==> config.mk <==
export PLATFORM = sky130hd
export DESIGN_NAME = sync_serial_master
export DESIGN_NICKNAME = d
export VERILOG_FILES = /design/src/rtl/ssm_pkg.sv /design/src/rtl/ssm_phase_ctr.sv /design/src/rtl/ssm_gap_ctr.sv /design/src/rtl/sync_serial_master.sv
export SDC_FILE = /design/constraint.sdc
export NUM_CORES = 1
export LEC_CHECK = 0
export ABC_AREA = 1
export BUFFER_PORTS_ARGS = -buffer_cell sky130_fd_sc_hd__buf_2
export CAP_MARGIN = 25
export CORE_MARGIN = 3
export CORE_UTILIZATION = 50
export CTS_CLUSTER_SIZE = 20
export DETAILED_ROUTE_END_ITERATION = 7
export PLACE_DENSITY = 0.74
export SETUP_SLACK_MARGIN = 0.2
export SYNTH_ARGS = -nofsm -noshare
export SYNTH_HDL_FRONTEND = slang
export SYNTH_SLANG_ARGS = --single-unit
==> constraint.sdc <==
create_clock -name clk -period 5.03 [get_ports clk]
set_input_delay 1.006 -clock clk [delete_from_list [all_inputs] [get_ports clk]]
set_output_delay 1.006 -clock clk [all_outputs]
set_load 0.03 [all_outputs]
==> src/rtl/ssm_pkg.sv <==
package ssm_pkg;

    typedef enum logic [1:0] {
        ST_IDLE  = 2'd0,
        ST_LOW   = 2'd1,
        ST_HIGH  = 2'd2,
        ST_GAP   = 2'd3
    } ssm_state_e;

endpackage

==> src/rtl/ssm_phase_ctr.sv <==
module ssm_phase_ctr #(
    parameter int DIV_W = 3
) (
    input  logic             clk,
    input  logic             rst_n,
    input  logic             run,
    input  logic [DIV_W-1:0] div_sel,
    output logic             phase_end
);
    localparam int CNT_W = 1 << DIV_W;

    logic [CNT_W-1:0] cnt;
    logic [CNT_W-1:0] half_max;

    assign half_max  = (CNT_W'(1) << div_sel) - CNT_W'(1);
    assign phase_end = run && (cnt == half_max);

    always_ff @(posedge clk or negedge rst_n) begin
        if (!rst_n)
            cnt <= '0;
        else if (!run || phase_end)
            cnt <= '0;
        else
            cnt <= cnt + CNT_W'(1);
    end
endmodule

==> src/rtl/ssm_gap_ctr.sv <==
module ssm_gap_ctr #(
    parameter int GAP_W = 8
) (
    input  logic             clk,
    input  logic             rst_n,
    input  logic             load,
    input  logic [GAP_W-1:0] load_val,
    input  logic             run,
    output logic             expire
);
    logic [GAP_W-1:0] cnt;

    assign expire = (cnt <= GAP_W'(1));

    always_ff @(posedge clk or negedge rst_n) begin
        if (!rst_n)
            cnt <= '0;
        else if (load)
            cnt <= load_val;
        else if (run && cnt != '0)
            cnt <= cnt - GAP_W'(1);
    end
endmodule

==> src/rtl/sync_serial_master.sv <==
module sync_serial_master
    import ssm_pkg::*;
#(
    parameter int DATA_W = 8,
    parameter int DIV_W  = 3,
    parameter int GAP_W  = 8
) (
    input  logic              clk,
    input  logic              rst_n,
    input  logic              start,
    input  logic              rd,
    input  logic [DATA_W-1:0] tx_byte,
    input  logic [DIV_W-1:0]  div_sel,
    input  logic              msb_first,
    input  logic [GAP_W-1:0]  gap_cycles,
    output logic [DATA_W-1:0] rx_byte,
    output logic              done,
    output logic              busy,
    output logic              sclk,
    output logic              sel_n,
    output logic              sd_out,
    output logic              sd_oe,
    input  logic              sd_in
);
    localparam int BIT_W = (DATA_W > 1) ? $clog2(DATA_W) : 1;
    localparam logic [BIT_W-1:0] LAST_BIT = BIT_W'(DATA_W - 1);

    ssm_state_e        state, state_nx;
    logic [DATA_W-1:0] tx_q, rx_sh, rx_q;
    logic              rd_q, msb_q, done_q;
    logic [DIV_W-1:0]  div_q;
    logic [GAP_W-1:0]  gap_q;
    logic [BIT_W-1:0]  bit_idx, bit_pos;
    logic              in_frame, phase_end, gap_expire, last_half;

    assign in_frame  = (state == ST_LOW) || (state == ST_HIGH);
    assign bit_pos   = msb_q ? (LAST_BIT - bit_idx) : bit_idx;
    assign last_half = (state == ST_HIGH) && phase_end && (bit_idx == LAST_BIT);

    ssm_phase_ctr #(.DIV_W(DIV_W)) u_phase (
        .clk       (clk),
        .rst_n     (rst_n),
        .run       (in_frame),
        .div_sel   (div_q),
        .phase_end (phase_end)
    );

    ssm_gap_ctr #(.GAP_W(GAP_W)) u_gap (
        .clk      (clk),
        .rst_n    (rst_n),
        .load     (last_half),
        .load_val (gap_q),
        .run      (state == ST_GAP),
        .expire   (gap_expire)
    );

    // next state
    always_comb begin
        state_nx = state;
        unique case (state)
            ST_IDLE: if (start) state_nx = ST_LOW;
            ST_LOW:  if (phase_end) state_nx = ST_HIGH;
            ST_HIGH: begin
                if (phase_end) begin
                    if (bit_idx != LAST_BIT)  state_nx = ST_LOW;
                    else if (gap_q == '0)     state_nx = ST_IDLE;
                    else                      state_nx = ST_GAP;
                end
            end
            ST_GAP:  if (gap_expire) state_nx = ST_IDLE;
        endcase
    end

    // state register
    always_ff @(posedge clk or negedge rst_n) begin
        if (!rst_n) state <= ST_IDLE;
        else        state <= state_nx;
    end

    // datapath registers
    always_ff @(posedge clk or negedge rst_n) begin
        if (!rst_n) begin
            tx_q    <= '0;
            rx_sh   <= '0;
            rx_q    <= '0;
            rd_q    <= 1'b0;
            msb_q   <= 1'b0;
            div_q   <= '0;
            gap_q   <= '0;
            bit_idx <= '0;
            done_q  <= 1'b0;
        end else begin
            done_q <= 1'b0;
            if (state == ST_IDLE && start) begin
                tx_q    <= tx_byte;
                rd_q    <= rd;
                msb_q   <= msb_first;
                div_q   <= div_sel;
                gap_q   <= gap_cycles;
                bit_idx <= '0;
            end
            if (state == ST_LOW && phase_end && rd_q)
                rx_sh[bit_pos] <= sd_in;
            if (state == ST_HIGH && phase_end) begin
                if (bit_idx == LAST_BIT) begin
                    done_q <= 1'b1;
                    if (rd_q) rx_q <= rx_sh;
                end else begin
                    bit_idx <= bit_idx + BIT_W'(1);
                end
            end
        end
    end

    // outputs
    always_comb begin
        sclk    = (state != ST_LOW);
        sel_n   = !in_frame;
        sd_oe   = in_frame && !rd_q;
        sd_out  = sd_oe ? tx_q[bit_pos] : 1'b0;
        busy    = (state != ST_IDLE);
        done    = done_q;
        rx_byte = rx_q;
    end
endmodule

==> results of run 1 <==
-- metrics by stage --
step / worst slack (ns) / area [sq um] / util [%]
3_5_place_dp: 2.35 / 3440 / 56.7
4_1_cts: 1.97 / 3650 / 60.2
6_report: 1.99 / 3680 / 60.7
3_3_place_gp: 2.41 / 3440 / 56.7
5_1_grt: 1.80 / 3680 / 60.7
2_1_floorplan: 1.58 / 3220 / -
-- worst paths after layout --
check | slack (ns) | endpoint | cells past startpoint | from
worst max-delay path | 1.99 | sd_out | 7 | state[1]$_DFFE_PN0P_
worst min-delay path | 0.46 | rx_byte[7]$_DFFE_PN0P_ | 2 | rx_byte[7]$_DFFE_PN0P_
worst max register to register | 3.06 | rx_byte[2]$_DFFE_PN0P_ | 11 | div_q[2]$_DFFE_PN0P_
worst min register to register | 0.46 | rx_byte[7]$_DFFE_PN0P_ | 2 | rx_byte[7]$_DFFE_PN0P_
max in group asynchronous | 3.72 | div_q[0]$_DFFE_PN0P_ | 2 | rst_n
min in group asynchronous | 0.80 | u_gap.cnt[2]$_DFFE_PN0P_ | 2 | rst_n
-- flip-flops by register name (all words and copies together) (netlist names), 2 cells and up --
| register | cells |
|---|---|
| bit_idx | 3 |
| div_q | 3 |
| gap_q | 8 |
| rx_byte | 8 |
| rx_sh | 8 |
| state | 2 |
| tx_q | 8 |
| u_gap.cnt | 8 |
| u_phase.cnt | 8 |
-- worst max-delay path, stage by stage, from the launching register on --
cell	delay, ns
dfrtp_1	0.43
inv_1	0.11
ha_1	0.41
inv_1	0.08
nor2_1	0.12
nand2_1	0.07
a211oi_1	0.25
buf_2	0.25
-- where the power goes --
group	total, mW	switching (mW)	internal (mW)
Clock	0.454	0.187	0.268
Combinational	0.770	0.474	0.297
Sequential	0.746	0.141	0.605
-- Yosys cell counts --
master     n
dfrtp_1   59
buf_6      2
ha_1      11
nand3_1   55
clkbuf_4   1
nand4_4    1
nor2_8     1
buf_4      2
nor2_4     3
inv_1     32
nor2_1    33
nor3_1     7
buf_2      1
nand2_1   96
nand4_1   10
a31oi_1    1
nor2_2     2
inv_2      3
nand3_4    1
a21oi_1    7
clkbuf_1   2
xnor2_1    2
o21a_1     1
o21ai_0    4
a211oi_1   1
nand3_2    2
nor3b_1    2
buf_8      1
clkinv_1   1
o21bai_1   1
mux2_2    17
xor2_1    10
nand2_2    3
-- layer usage --
metal / GRT usage, % / routed length (um) / vias up
met5: 0 / 0 / -
met4: 6.23 / 98 / 0
met3: 4.75 / 235 / 11
met2: 28.9 / 2980 / 43
met1: 23.4 / 2950 / 1171
li1: - / - / 1307
-- layout make-up --
type,instances,area (sq um)
multi-input combinational,271,1530
clock buffer,12,165
sequential,59,1480
tap,75,93.8
inverter,36,135
fill,546,2380
timing repair buffer,40,225
clock inverter,4,47.5
-- cells by family (layout without fill, tap and decap cells) --
logic type      after synthesis  in the layout  synth area share (%)
fa+ha+maj                    11             11                  4.28
simple gates                216            216                  31.6
mux                          17             17                  5.95
xor+xnor                     12             12                  3.27
flops                        59             59                  45.9
compound gates               15             15                  2.61
buf+inv                      45             92                  6.45
==> results_dict.tcl, run 1 <==
set metrics [dict create \
    h-tree-depth 3 \
    cts_hold_buf 0 \
    nets 453 \
    synth_nets 411 \
    min_path_type "register to register" \
    required_ns 4.02 \
    max-cap-violations 0 \
    min_period_over_period_pct 60.5 \
    slew_headroom_pct 51.1 \
    startpoint_type "register" \
    period_needed_ns 3.04 \
    leakagePower_nw 1.84 \
    placementRows 28 \
    placed_cells 480 \
    grt_pass1_wl_um 10600 \
    synth-seq-cells 59 \
    vias 2532 \
    worstSetupEndpointType "output pin" \
    coreArea_sq_um 6060 \
    drcViolationCount 0 \
    clockBufferDepth 2 \
    ys_top_cells_by_area "dfrtp_1, nand2_1, nand3_1" \
    grt_overflow 0 \
    grt_usage_pct 17.9 \
    vias_per_cell 5.09 \
    grt_max_degree 60 \
    wl_um 6270 \
    timing.setup.tns_ns 0 \
    status "completed" \
    drive_above_1_share_pct 21.1 \
    grt_pass1_vias 2325 \
    antenna_found_initial 0 \
    wire_per_inst_um 12.6 \
    mostFrequentLayoutCells "nand2_1, dfrtp_1, nand3_1" \
    instances_no_fill 497 \
    fin_worst_skew_ns 0.0107 \
    drtPass1Iterations 4 \
    yosysTopAreaCell "dfrtp_1" \
    maxSlewViolCount 0 \
    synth_area_sq_um 3220 \
    arrival_ns 2.04 \
    numCtsBuffers 9 \
    synthToLayoutAreaGrowth_pct 14.3 \
    postSynthAreaPerCell_sq_um 8.58 \
    yosysWarnings 0 \
    holdWs_ns 0.464 \
    fp.dieW_um 86.2 \
    clk_pin_slew_ns 0.07 \
    power.density_nw_per_um2 536 \
    ios 39 \
    layout_commonest_cell "nand2_1" \
    rsz0062_at_grt "no" \
    hpwl_um 4520 \
    setup_violations 0 \
    drt_iter0_drc 120 \
    die_h_um 86.2 \
    crit_fanout 6 \
    finalHoldViolCount 0 \
    die_area_sq_um 7430 \
    synth.top_cell.area_share_pct 45.9 \
    power.total_mw 1.97 \
    clk_latency_ns 0.34 \
    antenna_left 0 \
    tightest_slew_ns 0.734 \
    cts_tree "done" \
    initial_core_util_pct 53.1 \
    syn_inst 375 \
    portBuffers 38 \
    cts_setup_buffers 0 \
    clock-sinks 59 \
    path_class "register to output pin" \
    antenna_cells 0 \
    clock_tree.root_cell "clkbuf_8" \
    cts_resized 0 \
    yosysUniqueCellTypes 33 \
    routabilityCongestion 0.851 \
    ir_drop_v 0.000272 \
    fmax_mhz 329 \
    yosysSeqAreaShare_pct 45.9 \
]
No activity file was read; power rests on OpenSTA's default activity.
==> inputs of run 2 (changes only) <==
Clock period 5.03 ns to 3.12 ns, I/O delays scaled along.
==> results_dict.tcl, run 2 (synthesis results as in run 1) <==
set metrics [dict create \
    status "completed" \
    arrival_ns 1.99 \
    clockBufferDepth 2 \
    reg2reg_setup_slack_ns 1.15 \
    startpoint_type "register" \
    numCtsBuffers 9 \
    max-cap-violations 0 \
    path_class "register to output pin" \
    vias_per_cell 5.09 \
    synthToLayoutAreaGrowth_pct 13.2 \
    leakagePower_nw 1.82 \
    grt_util_met3_pct 3.14 \
    min_path_type "primary input to asynchronous set/reset pin" \
    antenna_found_initial 0 \
    maxSlewViolCount 0 \
    clk_pin_slew_ns 0.07 \
    wire_per_inst_um 12.1 \
    slew_headroom_pct 40.1 \
    required_ns 2.50 \
    fmax_mhz 383 \
    clk_latency_ns 0.33 \
    routabilityCongestion 0.847 \
    timing.setup.tns_ns 0 \
    min_period_over_period_pct 83.8 \
    grt_overflow 0 \
    ir_drop_v 0.000473 \
    tightest_slew_ns 0.897 \
    timing.rr.start "state[1]$_DFFE_PN0P_" \
    nets 453 \
    die_h_um 86.2 \
    portBuffers 38 \
    layout_commonest_cell "nand2_1" \
    grt_pass1_wl_um 10800 \
    setup_violations 0 \
    drive_above_1_share_pct 21.1 \
    p_comb_share_pct 39.6 \
    vias 2528 \
    clkPwrFrac_pct 21.8 \
    h-tree-depth 3 \
    grt_usage_pct 18.2 \
    final_core_util_pct 60.1 \
    drtPass1Iterations 4 \
    ios 39 \
    crit_fanout 6 \
    coreArea_sq_um 6060 \
    drcViolationCount 0 \
    period_needed_ns 2.61 \
    antenna_cells 0 \
    hpwl_um 4470 \
    finalHoldViolCount 0 \
    cts_resized 0 \
    wl_um 6010 \
    internal-power_mw 1.83 \
    worstSetupEndpointType "output pin" \
    initial_core_util_pct 53.1 \
    drt_iter0_drc 78 \
    cts_hold_buf 0 \
    antenna_left 0 \
    power.density_nw_per_um2 850 \
    clock-sinks 59 \
    fin_worst_skew_ns 0.0106 \
    placementRows 28 \
    ff2ff_path_depth 4 \
    busiest_layer "met2" \
    fp.dieW_um 86.2 \
    pwr-share-seq_pct 38.6 \
    grt_pass1_vias 2475 \
    die_area_sq_um 7430 \
    grt_use_met1_pct 22.5 \
    holdWs_ns 0.426 \
    cts_setup_buffers 0 \
    mostFrequentLayoutCells "nand2_1, dfrtp_1, nand3_1" \
    clock_tree.root_cell "clkbuf_8" \
    switching_share_pct 40.9 \
    cts_tree "done" \
    rsz0062_at_grt "no" \
    grt_max_degree 60 \
    p_switching_mw 1.27 \
    r2r-end "tx_q[2]$_DFFE_PN0P_" \
    use_met2_pct 30.9 \
]
## run 2: changes by cell type in the layout (fill, tap and decap cells not counted), sizes merged
cell / previous run / this run
clkinv: 3 / 4
clkbuf: 12 / 11
## run 2: critical path, cell delays in order, from the launching register on
cell and delay [ns]:
dfrtp_1 0.43, inv_1 0.11, ha_1 0.42, inv_1 0.08
nor2_1 0.12, nand2_1 0.08, a211oi_2 0.20, buf_2 0.23
## run 2: per-layer routing
| metal | share of wire (%) | vias to the layer above |
|---|---|---|
| li1 | - | 1312 |
| met3 | 2.8 | 10 |
| met4 | 2.0 | 0 |
| met1 | 45 | 1174 |
| met2 | 50 | 32 |
| met5 | 0 | - |
## run 2: cell type report
class                   instances  area [sq um]
multi-input cells             271          1540
fillers                       553          2420
clock buffers                  11           141
clock inverters                 5          52.6
well taps                      75          93.8
repair buffers                 40           205
flip-flops and latches         59          1480
inverters                      36           135
## run 2: power by group through the flow
stage	Clock [mW]	Combinational (mW)	Sequential, mW
2_1_floorplan	0	1.05	1.12
3_3_place_gp	0	1.20	1.20
3_5_place_dp	0	1.24	1.21
4_1_cts	0.695	1.24	1.19
5_1_grt	0.731	1.40	1.23
6_report	0.674	1.23	1.19
## run 2: how the worst max path moves through the flow
stage / from / to / slack, ns / depth (start not counted)
2_1_floorplan: state[1]$_DFFE_PN0P_ / sd_out / 0.31 / 6
3_3_place_gp: state[1]$_DFFE_PN0P_ / sd_out / 0.91 / 7
3_5_place_dp: state[1]$_DFFE_PN0P_ / sd_out / 0.85 / 7
4_1_cts: state[1]$_DFFE_PN0P_ / sd_out / 0.48 / 7
5_1_grt: bit_idx[0]$_DFF_PN0_ / sd_out / 0.33 / 9
6_report: state[1]$_DFFE_PN0P_ / sd_out / 0.51 / 7
## run 2: stage by stage
stage / setup WS [ns] / instance area (sq um) / power (mW) / cells
5_1_grt: 0.331 / 3640 / 3.36 / 497
3_3_place_gp: 0.907 / 3450 / 2.40 / 481
3_5_place_dp: 0.846 / 3450 / 2.44 / 481
2_1_floorplan: 0.306 / 3220 / 2.17 / 375
4_1_cts: 0.483 / 3640 / 3.13 / 497
6_report: 0.506 / 3640 / 3.10 / 497
==> inputs of run 3 (changes only) <==
Settings changed: PLACE_DENSITY 0.74 to 0.77.
Clock period 3.12 ns to 2.3 ns, I/O delays scaled along.
==> results_dict.tcl, run 3 (synthesis results as in run 1) <==
set metrics [dict create \
    finalHoldViolCount 0 \
    die_area_sq_um 7430 \
    ios 39 \
    rsz0062_at_grt "yes" \
    min_path_type "primary input to asynchronous set/reset pin" \
    min_period_over_period_pct 95.6 \
    place_ws_ns 0.178 \
    leakagePower_nw 1.93 \
    power.total_mw 4.70 \
    worstSetupEndpointType "output pin" \
    wire_per_inst_um 14.1 \
    crit_fanout 6 \
    fin_worst_skew_ns 0.00773 \
    fmax_mhz 455 \
    cp_slowest_cell "dfrtp_2" \
    vias_per_cell 5.39 \
    crit_path_cell_trace "inv_2 > nand2_4 > nand2_8 > inv_8 > nand2_4 > nand3_4 > a21oi_4 > a211oi_4 > buf_6" \
    hpwl_um 4900 \
    grt_usage_pct 20.5 \
    grt_max_degree 37 \
    tightest_slew_ns 0.678 \
    crit_top_cell "nand2_4" \
    drt_iter0_drc 155 \
    layout_commonest_cell "nand2_1" \
    path_class "register to output pin" \
    setup_violations 0 \
    fp.dieW_um 86.2 \
    h-tree-depth 3 \
    ir_drop_v 0.000887 \
    clock_tree.root_cell "clkbuf_8" \
    placementRows 28 \
    status "completed" \
    antenna_left 0 \
    initial_core_util_pct 53.1 \
    maxSlewViolCount 0 \
    cts_tree "done" \
    arrival_ns 1.74 \
    mostFrequentLayoutCells "nand2_1, dfrtp_1, nand3_1" \
    required_ns 1.84 \
    dpl_cell_area_sq_um 3500 \
    timing.setup.tns_ns 0 \
    antenna_found_initial 0 \
    max-cap-violations 0 \
    numCtsBuffers 9 \
    antenna_cells 0 \
    setup_ws_ns 0.102 \
    power.density_nw_per_um2 1190 \
    wl_um 7270 \
    clockBufferDepth 2 \
    nets 471 \
    die_h_um 86.2 \
    drtPass1Iterations 4 \
    grt_pass1_wl_um 11900 \
    grt_overflow 0 \
    vias 2771 \
    holdWs_ns 0.106 \
    clk_latency_ns 0.34 \
    synthToLayoutAreaGrowth_pct 22.6 \
    final_core_util_pct 65.1 \
    reg2reg_setup_slack_ns 0.40 \
    grt_pass1_vias 2642 \
    period_needed_ns 2.20 \
    drcViolationCount 0 \
    cts_hold_buf 0 \
    coreArea_sq_um 6060 \
    clk_pin_slew_ns 0.06 \
    clock-sinks 59 \
    routabilityCongestion 0.831 \
    startpoint_type "register" \
    placed_cells 483 \
    drive_above_1_share_pct 29.4 \
    final_cell_area_sq_um 3940 \
    cpPeakStageDelay_ns 0.49 \
    portBuffers 38 \
    instances_no_fill 514 \
    slew_headroom_pct 54.8 \
]
==> run 3: critical path, delay by kind of cell (launching register included) <==
kind                   cells  cell delay, ns
AOI/OAI and AO/OA          2            0.28
buffers and inverters      3            0.32
DFF                        1            0.49
and+or+nand+nor            4            0.30
==> run 3: area by class of cell <==
type,instances,area [sq um]
clock inverter,3,15.0
fill,458,2120
sequential,59,1480
tap,75,93.8
multi-input combinational,271,1710
clock buffer,12,145
inverter,36,143
timing repair buffer,58,363
==> run 3: path summary, 6_finish.rpt <==
path | from | end | cells after the start
worst max-delay path | msb_q$_DFFE_PN0P_ | sd_out | 9
worst min-delay path | rst_n | div_q[1]$_DFFE_PN0P_ | 1
worst max register to register | div_q[2]$_DFFE_PN0P_ | rx_byte[5]$_DFFE_PN0P_ | 10
worst min register to register | rx_byte[2]$_DFFE_PN0P_ | rx_byte[2]$_DFFE_PN0P_ | 2
max in group asynchronous | rst_n | u_gap.cnt[7]$_DFFE_PN0P_ | 2
min in group clk | gap_cycles[7] | gap_q[7]$_DFFE_PN0P_ | 2
==> run 3: what timing repair did <==
item / 4_1_cts / 5_1_grt
endpoints found under the setup margin: 2 / 12
pin swaps: 3 / 8
resized for setup: 18 / 20
setup buffers: 8 / 8
==> run 3: power by group <==
part           leakage [nW]  switching [mW]  internal, mW
clock network        0.0860           0.388         0.409
logic                  1.13            1.30         0.930
registers             0.715           0.349          1.33
total                  1.93            2.04          2.66
==> run 3: metal layers <==
layer | routed length (um) | vias up | share of wire, % | GRT usage, %
met3 | 289 | 16 | 4.0 | 5.13
li1 | - | 1350 | - | -
met2 | 3590 | 66 | 49 | 33.4
met4 | 181 | 0 | 2.5 | 9.49
met1 | 3200 | 1339 | 44 | 25.8
met5 | 0 | - | 0 | 0
